[src/rtl/oct_dac_pkg.sv]
package oct_dac_pkg;
  localparam int unsigned DEF_NUM_CH = 8;
  localparam int unsigned DEF_CODE_W = 14;
  localparam int unsigned DEF_SYNC_STAGES = 2;

  // offset-binary zero: MSB set, rest clear
  function automatic logic [31:0] midscale(input int unsigned width);
    return 32'(1) << (width - 1);
  endfunction
endpackage

[src/rtl/oct_dac_sync.sv]
module oct_dac_sync #(
  parameter int unsigned W      = 1,
  parameter int unsigned STAGES = 2,
  parameter logic [W-1:0] RST_VAL = '0
) (
  input  logic         clk_i,
  input  logic         rst_ni,
  input  logic [W-1:0] d_i,
  output logic [W-1:0] q_o
);
  logic [W-1:0] stg_q [STAGES];

  for (genvar s = 0; s < STAGES; s++) begin : g_stg
    if (s == 0) begin : g_first
      always_ff @(posedge clk_i or negedge rst_ni) begin
        if (!rst_ni) stg_q[s] <= RST_VAL;
        else         stg_q[s] <= d_i;
      end
    end else begin : g_next
      always_ff @(posedge clk_i or negedge rst_ni) begin
        if (!rst_ni) stg_q[s] <= RST_VAL;
        else         stg_q[s] <= stg_q[s-1];
      end
    end
  end

  assign q_o = stg_q[STAGES-1];
endmodule

[src/rtl/oct_dac_in_rank.sv]
module oct_dac_in_rank #(
  parameter int unsigned NUM_CH = 8,
  parameter int unsigned CODE_W = 14,
  localparam int unsigned ADDR_W = $clog2(NUM_CH),
  localparam int unsigned FLAT_W = NUM_CH * CODE_W
) (
  input  logic              clk_i,
  input  logic              rst_ni,
  input  logic              wr_en_i,
  input  logic [ADDR_W-1:0] addr_i,
  input  logic [CODE_W-1:0] data_i,
  output logic [FLAT_W-1:0] in_q_o,
  output logic [FLAT_W-1:0] in_d_o   // next-state, feeds the output rank
);
  localparam logic [CODE_W-1:0] MID = CODE_W'(oct_dac_pkg::midscale(CODE_W));

  for (genvar ch = 0; ch < NUM_CH; ch++) begin : g_ch
    logic              sel;
    logic [CODE_W-1:0] q_r;
    logic [CODE_W-1:0] d_c;

    assign sel = wr_en_i && (addr_i == ADDR_W'(ch));
    assign d_c = sel ? data_i : q_r;

    always_ff @(posedge clk_i or negedge rst_ni) begin
      if (!rst_ni) q_r <= MID;
      else         q_r <= d_c;
    end

    assign in_q_o[ch*CODE_W +: CODE_W] = q_r;
    assign in_d_o[ch*CODE_W +: CODE_W] = d_c;
  end
endmodule

[src/rtl/oct_dac_out_rank.sv]
module oct_dac_out_rank #(
  parameter int unsigned NUM_CH = 8,
  parameter int unsigned CODE_W = 14,
  localparam int unsigned FLAT_W = NUM_CH * CODE_W
) (
  input  logic              clk_i,
  input  logic              rst_ni,
  input  logic              ld_en_i,
  input  logic              clr_act_i,
  input  logic [FLAT_W-1:0] in_d_i,
  output logic [FLAT_W-1:0] code_o,
  output logic [NUM_CH-1:0] force_o
);
  localparam logic [CODE_W-1:0] MID = CODE_W'(oct_dac_pkg::midscale(CODE_W));

  for (genvar ch = 0; ch < NUM_CH; ch++) begin : g_ch
    logic [CODE_W-1:0] q_r;
    logic              frc_r;

    always_ff @(posedge clk_i or negedge rst_ni) begin
      if (!rst_ni)      q_r <= MID;
      else if (ld_en_i) q_r <= in_d_i[ch*CODE_W +: CODE_W];
    end

    // clear only flags the channel; the stored code is untouched
    always_ff @(posedge clk_i or negedge rst_ni) begin
      if (!rst_ni) frc_r <= 1'b0;
      else         frc_r <= clr_act_i;
    end

    assign code_o[ch*CODE_W +: CODE_W] = q_r;
    assign force_o[ch] = frc_r;
  end
endmodule

[src/rtl/oct_dac_front.sv]
module oct_dac_front #(
  parameter int unsigned NUM_CH      = oct_dac_pkg::DEF_NUM_CH,
  parameter int unsigned CODE_W      = oct_dac_pkg::DEF_CODE_W,
  parameter int unsigned SYNC_STAGES = oct_dac_pkg::DEF_SYNC_STAGES,
  localparam int unsigned ADDR_W = $clog2(NUM_CH),
  localparam int unsigned FLAT_W = NUM_CH * CODE_W
) (
  input  logic              clk_i,
  input  logic              rst_ni,
  input  logic [CODE_W-1:0] data_i,
  input  logic [ADDR_W-1:0] addr_i,
  input  logic              cs_ni,
  input  logic              wr_ni,
  input  logic              ld_ni,
  input  logic              clr_ni,
  output logic [FLAT_W-1:0] code_o,
  output logic [NUM_CH-1:0] force_o
);
  logic              cs_s, wr_s, ld_s, clr_s;
  logic [ADDR_W-1:0] addr_s;
  logic [CODE_W-1:0] data_s;
  logic [FLAT_W-1:0] in_q, in_d;
  logic              wr_en;

  oct_dac_sync #(.W(4), .STAGES(SYNC_STAGES), .RST_VAL(4'b1111)) i_sync_strb (
    .clk_i, .rst_ni,
    .d_i ({cs_ni, wr_ni, ld_ni, clr_ni}),
    .q_o ({cs_s, wr_s, ld_s, clr_s})
  );

  oct_dac_sync #(.W(ADDR_W + CODE_W), .STAGES(SYNC_STAGES), .RST_VAL('0)) i_sync_bus (
    .clk_i, .rst_ni,
    .d_i ({addr_i, data_i}),
    .q_o ({addr_s, data_s})
  );

  assign wr_en = !cs_s && !wr_s;

  oct_dac_in_rank #(.NUM_CH(NUM_CH), .CODE_W(CODE_W)) i_in_rank (
    .clk_i, .rst_ni,
    .wr_en_i (wr_en),
    .addr_i  (addr_s),
    .data_i  (data_s),
    .in_q_o  (in_q),
    .in_d_o  (in_d)
  );

  oct_dac_out_rank #(.NUM_CH(NUM_CH), .CODE_W(CODE_W)) i_out_rank (
    .clk_i, .rst_ni,
    .ld_en_i   (!ld_s),
    .clr_act_i (!clr_s),
    .in_d_i    (in_d),
    .code_o    (code_o),
    .force_o   (force_o)
  );
endmodule

[config.mk]
export PLATFORM = sky130hd
export DESIGN_NAME = oct_dac_front
export DESIGN_NICKNAME = d
export VERILOG_FILES = /design/src/rtl/oct_dac_pkg.sv /design/src/rtl/oct_dac_sync.sv /design/src/rtl/oct_dac_in_rank.sv /design/src/rtl/oct_dac_out_rank.sv /design/src/rtl/oct_dac_front.sv
export SDC_FILE = /design/constraint.sdc
export NUM_CORES = 1
export LEC_CHECK = 0
export BUFFER_PORTS_ARGS = -buffer_cell sky130_fd_sc_hd__buf_4
export CAP_MARGIN = 15
export CORE_ASPECT_RATIO = 0.6
export CORE_UTILIZATION = 47
export CTS_BUF_LIST = sky130_fd_sc_hd__clkbuf_16
export DETAILED_ROUTE_END_ITERATION = 6
export PLACE_DENSITY = 0.7
export SYNTH_ARGS = -nofsm -noshare
export SYNTH_HDL_FRONTEND = slang
export SYNTH_HIERARCHICAL = 1
export SYNTH_SLANG_ARGS = --single-unit
[constraint.sdc]
create_clock -name clk_i -period 2.65 [get_ports clk_i]
set_input_delay 0.1325 -clock clk_i [delete_from_list [all_inputs] [get_ports clk_i]]
set_output_delay 0.1325 -clock clk_i [all_outputs]
set_load 0.02 [all_outputs]
# Word level (Yosys, flattened, before mapping)
# Cells that the tools add are included.
# op_classes
eq_ne,7
reduce_logical,13
muxes,8
# ops
operator,count
2-to-1 mux 14 bit,8
equality test 3 bit (second input constant),4
logical AND 1 bit,9
equality test 3 x 2 -> 1 bit (second input constant),2
equality test 3 x 1 -> 1 bit (second input constant),1
zero test 1 bit,3
zero test 3 bit,1
# word_totals
in_bits,23
regBits,267
out_inout_bits,120
elab_cells,49

# Logic depth before layout (Yosys ltp)
# Gate-level depths: netlist (run 1).
# logic_depth
depth_word,4
depth_mapped,7
mapped_depth_nobuf,4

# Cells and area by module
# Netlist (run 1), hierarchy kept.
# modules_own_cells
module,cells_each,area_each_um2,instances
oct_dac_in_rank,243,4411.7,1
oct_dac_out_rank,245,4271.6,1
oct_dac_sync (i_sync_bus),51,978.4,1
oct_dac_sync (i_sync_strb),12,240.2,1
oct_dac_front,3,11.3,1

# Worst setup path before layout (run 1)
# OpenSTA, ideal clock, no wires.
# synth_timing
path_type,reg-to-reg
from,register i_sync_strb.stg_q (netlist bit i_sync_strb/q_o[2])
to,register i_out_rank.g_ch[0].q_r[10]
path_stages_with_launch,7
required_time_ns,2.525
setup_time_ns,0.125
setup_slack_ns,0.631
period_less_slack_ns,2.019
arrival_time_ns,1.894
path_cell_list,dfstp_2 > buf_4 > nor2_1 > nor4b_4 > buf_4 > mux2_2 > mux2_2
# synth_between
elab_chain_cells,4
# synth_lines
item,line_no,source
from (decl),oct_dac_sync.sv:11,logic [W-1:0] stg_q [STAGES];
"from (signal, indexed assignment)",oct_dac_sync.sv:22,else stg_q[s] <= stg_q[s-1];
zero test 1 bit,oct_dac_front.sv:37,assign wr_en = !cs_s && !wr_s;
logical AND 1 bit,oct_dac_front.sv:37,
named net wr_en,oct_dac_front.sv:23,logic wr_en;
logical AND 1 bit,oct_dac_in_rank.sv:22,assign sel = wr_en_i && (addr_i == ADDR_W'(ch));
2-to-1 mux 14 bit,oct_dac_in_rank.sv:23,assign d_c = sel ? data_i : q_r;
named net in_d[10],oct_dac_front.sv:22,"logic [FLAT_W-1:0] in_q, in_d;"
to (signal assigned),oct_dac_out_rank.sv:22,else if (ld_en_i) q_r <= in_d_i[ch*CODE_W +: CODE_W];
to (decl),oct_dac_out_rank.sv:17,logic [CODE_W-1:0] q_r;
# The timed path passes the listed nets, and every way through them passes these cells.
# A chain may end at the register's enable or synchronous reset.

# Final worst setup path (run 1)
# layout_timing
from,register i_sync_strb.stg_q (netlist bit i_sync_strb/q_o[2])
to,register i_out_rank.g_ch[2].q_r[1]
# layout_between
elab_chain_cells,4
# layout_lines
item,line_no
zero test 1 bit,oct_dac_front.sv:37
logical AND 1 bit,oct_dac_front.sv:37
named net wr_en,oct_dac_front.sv:23
logical AND 1 bit,oct_dac_in_rank.sv:22
2-to-1 mux 14 bit,oct_dac_in_rank.sv:23
named net in_d[29],oct_dac_front.sv:22
to (signal assigned),oct_dac_out_rank.sv:22
to (decl),oct_dac_out_rank.sv:17
# The timed path passes the listed nets, and every way through them passes these cells.

==> reports/results.tsv, run 1 <==
stage	metric	value	unit
clocking	root buffer cell	clkbuf_16	
worst_setup_path	Worst setup SP type	flip-flop	
finish	fraction of layout cells with a size suffix above 1	0.609	
timing	Slew Limit Fails	0	
worst_setup_path	R2R setup slack	470	ps
clocking	clk sinks	267	
routing	DR pass1 iterations	4	
power	Leakage	5.57	nW
floorplan	Rows	40	
synthesis	largest family of logic cells by synthesized area	multiplexers	
clocking	Worst-path clk slew	60	ps
timing	post-route setup TNS	0	ps
timing	relative slew slack	0.573	
synthesis	commonest cells in the netlist	dfrtp_1, mux2_2, buf_4, mux2_4, dfstp_2	
floorplan	Die H	114	µm
global_route	remaining global-route overflow	0	
finish	fin cells	997	
routing	DR vias	4970	
clocking	clock tree from TritonCTS	yes	
floorplan	Die X	189	µm
routing	DRT iter0 DRCs	154	
synthesis	top post-synthesis cells by area	dfrtp_1, mux2_2, dfstp_2	
floorplan	core area	20300	µm²
synthesis	register area share after synthesis	0.677	
placement	Detail Placement HPWL	12900	µm
job	max cap viols	0	
synthesis	most frequent cell after synthesis	dfrtp_1	
global_route	vias in the first global route	5326	
synthesis	yosys warns	6	
synthesis	area share of the leading cell type in the synthesized netlist	0.613	
worst_setup_path	CP max FO	14	
global_route	largest net degree at the start of global routing	69	
synthesis	synthesis-stage register bit count	267	
synthesis	Synth async-reset ratio	1.00	
global_route	initial antenna violation count	0	
synthesis	Top FF cell, synth	dfrtp_1	
worst_setup_path	Crit path required time	3030	ps
global_route	Total GRT Usage	0.188	
power	Pwr per Cell Area	953	nW/µm²
synthesis	Synth Area in Compound Gates	0	
timing	final period utilization	0.824	
floorplan	DIE AREA	21700	µm²
outcome	status	finished, final reports clean	
synthesis	Synth Instances	554	
timing	RSZ-0062 raised after global routing	no	
worst_setup_path	CP endpoint kind	flip-flop	
synthesis	Synth Area in XOR/XNOR	0	
routing	antenna viol nets, final	0	
synthesis	syn nets	577	
placement	routability cong.	0.729	
timing	Final min period	2180	ps
synthesis	dominant cell type by area after synthesis	dfrtp_1	
routing	Via density	4.98	
timing	Fmax achieved	0.458	GHz
clocking	clk buf depth	3	
synthesis	post-synthesis mux area share	0.266	
synthesis	Synth Area in Adders	0	
timing	Final setup viols	0	
power	Peak VDD IR	0.000523	V
routing	post-DR wirelength/cell	19.7	µm
clocking	later-pin clock latency in the skew report	520	ps
finish	FILL cells	1568	
timing	Clock Skew	19.8	ps
clocking	htree depth	1	
synthesis	Synth cell types	14	
synthesis	synthesized cell area	9910	µm²
timing	hold_ws	190	ps
finish	Layout Nets	728	
synthesis	post-synthesis simple-gate area fraction	0.00984	
hold_path	HP Class	input pin to async pin	
floorplan	Boundary Pins	143	
timing	worst slew pin tran	641	ps
routing	final routed DRC violation total	0	
worst_setup_path	signal arrival time at the worst endpoint	2570	ps
global_route	global-route wire length before repair	31000	µm
finish	area delta synth->final	20.7	%
placement	PortBufs	142	
worst_setup_path	critical path type	flip-flop to flip-flop	
floorplan	Initial Utilization	0.488	
synthesis	Avg Synthesized Cell Area	17.9	µm²
routing	Post-Route WL	19600	µm
timing	final hold violations	0	
placement	Post-Place Cells	930	
synthesis	EDFF count, synth	0	
clocking	TritonCTS Buffers	24	
-- power by group --
group	internal [mW]	switching [mW]	total, mW
registers	5.03	0.493	5.52
clock network	1.80	1.44	3.23
logic	1.37	1.28	2.66
total	8.20	3.21	11.4
-- final cells by class --
class	count	area, µm²	share of cell area
multi-input combinational	233	2730	0.228
inverter	2	10.0	0.000836
sequential	267	6710	0.561
clock inverter	19	105	0.00878
timing repair buffer	177	1440	0.120
clock buffer	25	626	0.0523
antenna	1	2.50	0.000209
tap	273	342	0.0285
-- kinds of logic (layout without fill, tap and decap cells) --
family,count (synthesis),count (layout)
simple gates,9,9
mux,224,224
buf+inv,54,223
flops,267,267
other cells,0,1
-- metrics by stage --
stage | setup slack, ps | power, mW | instance area [µm²] | util
after floorplan | 631 | 7.01 | 9910 | -
after global placement | 551 | 8.13 | 11000 | 0.542
after detailed placement | 495 | 8.25 | 11000 | 0.542
after CTS | 461 | 11.6 | 12000 | 0.589
after global routing | 357 | 12.0 | 12000 | 0.589
final | 466 | 11.4 | 12000 | 0.589
-- worst max-delay path, stage by stage (launching register included) --
cell	delay [ps]
dfstp_2	360
nor2_1	340
and4bb_2	670
mux2_2	420
mux2_2	260
-- state kept, by name (all words and copies together) (netlist names) --
signal / cells
i_out_rank/g_ch.q_r: 112
i_in_rank/g_ch.q_r: 112
i_sync_strb/stg_q: 4
i_sync_strb/q_o: 4
i_sync_bus/q_o: 17
i_out_rank/g_ch.frc_r: 1
i_sync_bus/stg_q: 17
-- layout by cell type (no fill, tap or decap), drive strengths merged, types with 3 or more instances in the layout --
cell / n
dfrtp: 243
mux2: 224
buf: 155
clkbuf: 25
dfstp: 24
dlygate4sd3: 22
inv: 10
clkinv: 10
and4bb: 3
nand4b: 3
-- layer usage --
metal	global-route usage	share of wire	vias up
li1	-	-	2211
met5	0	0	-
met1	0.280	0.48	2610
met2	0.280	0.43	124
met3	0.0490	0.067	25
met4	0.0323	0.014	0
-- path summary, 6_finish.rpt --
check                                     start                   endpoint  cells after the start
max                          i_sync_strb/q_o[2]  i_out_rank/g_ch[2].q_r[1]                      4
min reg2reg                i_sync_bus/stg_q[27]         i_sync_bus/q_o[10]                      0
min                                      rst_ni   i_in_rank/g_ch[2].q_r[3]                      2
min in group clk_i                    data_i[1]       i_sync_bus/stg_q[18]                      2
max in group asynchronous                rst_ni  i_in_rank/g_ch[6].q_r[13]                      3
max reg2reg                  i_sync_strb/q_o[2]  i_out_rank/g_ch[2].q_r[1]                      4
-- what timing repair did --
item,4_1_cts,5_1_grt
gates resized for setup,0,0
setup buffers,0,0
hold buffers,22,0
endpoints found under the hold margin,85,0
Power figures use the tool's default switching activity.
==> run 2, diff against run 1 <==
- PLACE_DENSITY: 0.7 -> 0.72
- clock period: 2.65 -> 1.85 ns (I/O delays scaled with it)
==> run 2 against run 1 <==
Effect of this change:
- design area is 2.2% higher
- maximum frequency grew 20%
- sequential power grew 43%
- sequential cell count unchanged
- core utilization grew 1.3 points
- die area unchanged
- largest cell class unchanged
- largest power group unchanged
==> reports/results.tsv, run 2 (synthesized netlist as in run 1, its figures left out) <==
stage	metric	value	unit
hold_path	HP Class	input pin to async pin	
routing	DR pass1 iterations	4	
routing	Post-Route WL	20300	µm
worst_setup_path	Crit path required time	2250	ps
worst_setup_path	worst r2r src	i_sync_bus/q_o[16]	
worst_setup_path	Top cell by count, worst path	mux2_2	
floorplan	Die H	114	µm
global_route	Total GRT Usage	0.191	
power	Comb power frac	0.233	
clocking	htree depth	1	
worst_setup_path	crit-path cells	nor4b_4 > buf_4 > clkbuf_16 > mux2_2 > mux2_2	
routing	DRT iter0 DRCs	187	
worst_setup_path	RR Endpoint	i_out_rank/g_ch[0].q_r[2]	
routing	antenna viol nets, final	0	
routing	Via density	4.99	
timing	final hold violations	0	
clocking	clk sinks	267	
timing	setup ws final	29.7	ps
clocking	TritonCTS Buffers	25	
power	Reg power frac	0.474	
outcome	status	finished, final reports clean	
timing	RSZ-0062 raised after global routing	yes	
global_route	initial antenna violation count	0	
floorplan	Rows	40	
finish	fin cells	1006	
placement	routability cong.	0.747	
timing	hold_ws	123	ps
job	max cap viols	0	
floorplan	Boundary Pins	143	
timing	Fmax achieved	0.549	GHz
worst_setup_path	critical path type	flip-flop to flip-flop	
finish	most frequent cells in the layout	dfrtp_1, mux2_2, buf_4	
finish	area delta synth->final	23.5	%
finish	Largest regs	i_in_rank/g_ch.q_r: 112 flops, i_out_rank/g_ch.q_r: 112 flops	
power	total power	16.7	mW
global_route	vias in the first global route	5325	
worst_setup_path	critical path's slowest cell	dfrtp_1	
placement	Post-Place Cells	936	
worst_setup_path	CP endpoint kind	flip-flop	
power	Leakage	5.69	nW
worst_setup_path	Worst setup SP type	flip-flop	
clocking	Worst-path clk slew	60	ps
timing	final period utilization	0.984	
timing	Final setup viols	0	
power	Peak VDD IR	0.000878	V
floorplan	DIE AREA	21700	µm²
routing	final routed DRC violation total	0	
power	Pwr per Cell Area	1360	nW/µm²
finish	final core utilization	0.602	
placement	PortBufs	142	
timing	relative slew slack	0.626	
clocking	clk buf depth	3	
finish	ant diodes	0	
timing	Final min period	1820	ps
clocking	clock tree from TritonCTS	yes	
floorplan	Initial Utilization	0.488	
finish	Layout Nets	737	
floorplan	core area	20300	µm²
finish	commonest non-fill, non-tap cell in the layout	dfrtp_1	
floorplan	Die X	189	µm
clocking	later-pin clock latency in the skew report	520	ps
worst_setup_path	signal arrival time at the worst endpoint	2220	ps
power	Power Internal	12.0	mW
placement	Post-Place Setup Slack	56.7	ps
routing	post-DR wirelength/cell	20.2	µm
power	P_sw	4.67	mW
timing	Clock Skew	18.0	ps
timing	Slew Limit Fails	0	
global_route	largest net degree at the start of global routing	62	
power	Clock power frac	0.293	
power	switch share	0.280	
finish	fraction of layout cells with a size suffix above 1	0.617	
worst_setup_path	Reg2Reg Depth	5	
clocking	root buffer cell	clkbuf_16	
worst_setup_path	R2R setup slack	30	ps
worst_setup_path	max incr delay on CP	470	ps
routing	DR vias	5015	
global_route	global-route wire length before repair	31600	µm
placement	Detail Placement HPWL	13300	µm
timing	worst slew pin tran	561	ps
global_route	remaining global-route overflow	0	
worst_setup_path	CP max FO	8	
## run 2: cell types whose count changed in the layout (fill, tap and decap cells not counted), sizes merged
cell / delta
clkbuf: +2
bufinv: +1
clkinvlp: +1
buf: +7
clkinv: -2
diode: -1
inv: +1
## run 2: worst max-delay path by stage
stage                             startpoint                         end  slack, ps  cells after the start
after floorplan           i_sync_strb/q_o[2]  i_out_rank/g_ch[0].q_r[10]          8                      6
after global placement    i_sync_strb/q_o[2]   i_out_rank/g_ch[4].q_r[2]        110                      5
after detailed placement  i_sync_strb/q_o[2]  i_out_rank/g_ch[0].q_r[12]         60                      5
after CTS                 i_sync_bus/q_o[16]   i_out_rank/g_ch[0].q_r[0]         30                      4
after global routing      i_sync_strb/q_o[3]   i_out_rank/g_ch[0].q_r[2]        -20                      6
final                     i_sync_bus/q_o[16]   i_out_rank/g_ch[0].q_r[2]         30                      5
## run 2: worst max-delay path, delay by kind of cell (launching register included)
family	cells	cell delay (ps)
DFF	1	470
buffers and inverters	2	350
muxes	2	600
and+or+nand+nor	1	290
## run 2: timing repair
item                                   CTS  global route
gates resized for setup                  0             7
endpoints found under the hold margin  251             0
buffers inserted                         0             1
hold buffers                            22             0
setup endpoints to repair                0            10
## run 2: area by class of cell
| type | count | area, µm² |
|---|---|---|
| fillers | 1514 | 8080 |
| flip-flops and latches | 267 | 6710 |
| multi-input cells | 233 | 2760 |
| repair buffers | 185 | 1620 |
| clock buffers | 26 | 651 |
| well taps | 273 | 342 |
| clock inverters | 20 | 141 |
| inverters | 2 | 10.0 |
## run 2: stage by stage
step | setup TNS [ps] | area (µm²)
after floorplan | 0 | 9920
after global placement | 0 | 11200
after detailed placement | 0 | 11200
after CTS | 0 | 12200
after global routing | -98.3 | 12200
final | 0 | 12200
## run 2: power groups by stage
stage	combinational, mW	clock (mW)	sequential [mW]
6_report	3.89	4.89	7.91
5_1_grt	4.14	5.29	8.04
4_1_cts	3.91	5.04	7.92
3_5_place_dp	3.85	0	8.00
3_3_place_gp	3.75	0	7.93
2_1_floorplan	1.47	0	8.58
## run 2: metal layers
metal,vias up,global-route usage,part of all wire
met2,128,0.277,0.43
met3,18,0.0490,0.059
li1,2232,-,-
met1,2637,0.292,0.50
met5,-,0,0
met4,0,0.0333,0.013
==> run 3, diff against run 2 <==
==> constraint.sdc (replaced) <==
create_clock -name clk_i -period 1.85 [get_ports clk_i]
set_input_delay 0.2775 -clock clk_i [delete_from_list [all_inputs] [get_ports clk_i]]
set_output_delay 0.2775 -clock clk_i [all_outputs]
set_load 0.02 [all_outputs]
==> run 3 against run 2 <==
Effect of this change:
- sequential cell count unchanged
- hold slack better by 140 ps
- wire length fell by 1.9%
==> reports/results.tsv, run 3 (synthesized netlist as in run 1, its figures left out) <==
stage	metric	value	unit
clocking	root buffer cell	clkbuf_16	
global_route	global-route met3 utilization	0.0555	
floorplan	DIE AREA	21700	µm²
timing	worst slew pin tran	542	ps
finish	post-route cell area	12100	µm²
worst_setup_path	CP endpoint kind	flip-flop	
clocking	post-CTS setup buffers	0	
finish	Largest regs	i_in_rank/g_ch.q_r: 112 flops, i_out_rank/g_ch.q_r: 112 flops	
global_route	global-route wire length before repair	31800	µm
global_route	remaining global-route overflow	0	
power	total power	16.5	mW
timing	post-route setup TNS	0	ps
routing	final routed DRC violation total	0	
routing	post-DR wirelength/cell	19.9	µm
clocking	TritonCTS Buffers	24	
routing	DR vias	4972	
timing	RSZ-0062 raised after global routing	no	
clocking	clk buf depth	3	
floorplan	Initial Utilization	0.488	
worst_setup_path	Crit path required time	2240	ps
global_route	met1 Resource Use GR	0.293	
placement	Post-Place Setup Slack	77.6	ps
power	Pwr per Cell Area	1360	nW/µm²
floorplan	Rows	40	
power	Peak VDD IR	0.000732	V
global_route	met2 usage	0.276	
finish	fraction of layout cells with a size suffix above 1	0.614	
clocking	clock tree from TritonCTS	yes	
clocking	clk sinks	267	
timing	Fmax achieved	0.561	GHz
finish	ant diodes	0	
finish	commonest non-fill, non-tap cell in the layout	dfrtp_1	
placement	routability cong.	0.726	
floorplan	Die X	189	µm
placement	DP Area	11200	µm²
finish	FILL cells	1544	
finish	final core utilization	0.598	
timing	Final setup viols	0	
placement	PortBufs	142	
global_route	Top Usage Layer GRT	met1	
timing	Slew Limit Fails	0	
finish	register area	6710	µm²
timing	Clock Skew	9.13	ps
floorplan	core area	20300	µm²
clocking	Worst-path clk slew	60	ps
power	Leakage	5.62	nW
worst_setup_path	critical path type	flip-flop to flip-flop	
finish	Layout Nets	734	
global_route	initial antenna violation count	0	
routing	DRT iter0 DRCs	198	
placement	Detail Placement HPWL	13400	µm
timing	setup ws final	67.6	ps
timing	Final min period	1780	ps
timing	final hold violations	0	
job	max cap viols	0	
floorplan	Die H	114	µm
hold_path	HP Class	input pin to async pin	
floorplan	Boundary Pins	143	
routing	Via density	4.98	
worst_setup_path	Worst setup SP type	flip-flop	
clocking	later-pin clock latency in the skew report	500	ps
clocking	htree depth	1	
finish	area delta synth->final	22.5	%
worst_setup_path	signal arrival time at the worst endpoint	2170	ps
global_route	largest net degree at the start of global routing	73	
routing	Post-Route WL	19900	µm
timing	relative slew slack	0.639	
global_route	Total GRT Usage	0.192	
timing	final period utilization	0.963	
routing	DR pass1 iterations	4	
worst_setup_path	CP max FO	14	
finish	most frequent cells in the layout	dfrtp_1, mux2_2, buf_4	
outcome	status	finished, final reports clean	
global_route	vias in the first global route	5370	
finish	Multi-input gate area	2740	µm²
routing	antenna viol nets, final	0	
==> run 3: final timing paths <==
| path | from | endpoint | slack (ps) | cells after the start |
|---|---|---|---|---|
| min in group clk_i | i_sync_bus/stg_q[33] | i_sync_bus/q_o[16] | 350 | 0 |
| max reg2reg | i_sync_strb/q_o[2] | i_out_rank/g_ch[0].q_r[10] | 70 | 5 |
| max | i_sync_strb/q_o[2] | i_out_rank/g_ch[0].q_r[10] | 70 | 5 |
| max in group asynchronous | rst_ni | i_in_rank/g_ch[7].q_r[3] | 860 | 3 |
| min reg2reg | i_sync_bus/stg_q[33] | i_sync_bus/q_o[16] | 350 | 0 |
| min | rst_ni | i_out_rank/g_ch[3].frc_r | 270 | 2 |
==> run 3: cell type report <==
class | count | area share
clock inverter | 16 | 0.00968
sequential | 267 | 0.553
inverter | 2 | 0.000824
timing repair buffer | 183 | 0.132
multi-input combinational | 233 | 0.226
tap | 273 | 0.0281
clock buffer | 25 | 0.0515
==> run 3: routing by layer <==
metal  part of all wire  wire (µm)
met1               0.49       9850
met2               0.43       8520
met3              0.069       1380
met4             0.0081        161
met5                  0          0
==> run 3: worst max-delay path, cell delays in order, from the launching register on <==
cell,delay [ps]
dfstp_2,380
nor2_4,180
nor4b_4,290
buf_12,190
mux2_2,360
mux2_2,270
==> run 3: timing repair <==
item                      in CTS  in global routing
gates resized for setup        0                  0
hold buffers                  22                  0
hold endpoints to repair      63                  0
==> run 3: metrics by stage <==
step                hold slack [ps]  cells
global placement                203    936
global route                    286    999
detailed placement              207    936
finish                          266    999
floorplan                     -18.1    554
CTS                             268    999
==> run 3: power by group <==
part	internal, mW	switching [mW]	leakage (nW)	total [mW]
registers	7.20	0.683	3.21	7.88
clock network	2.70	2.03	0.375	4.73
logic	1.99	1.89	2.03	3.88
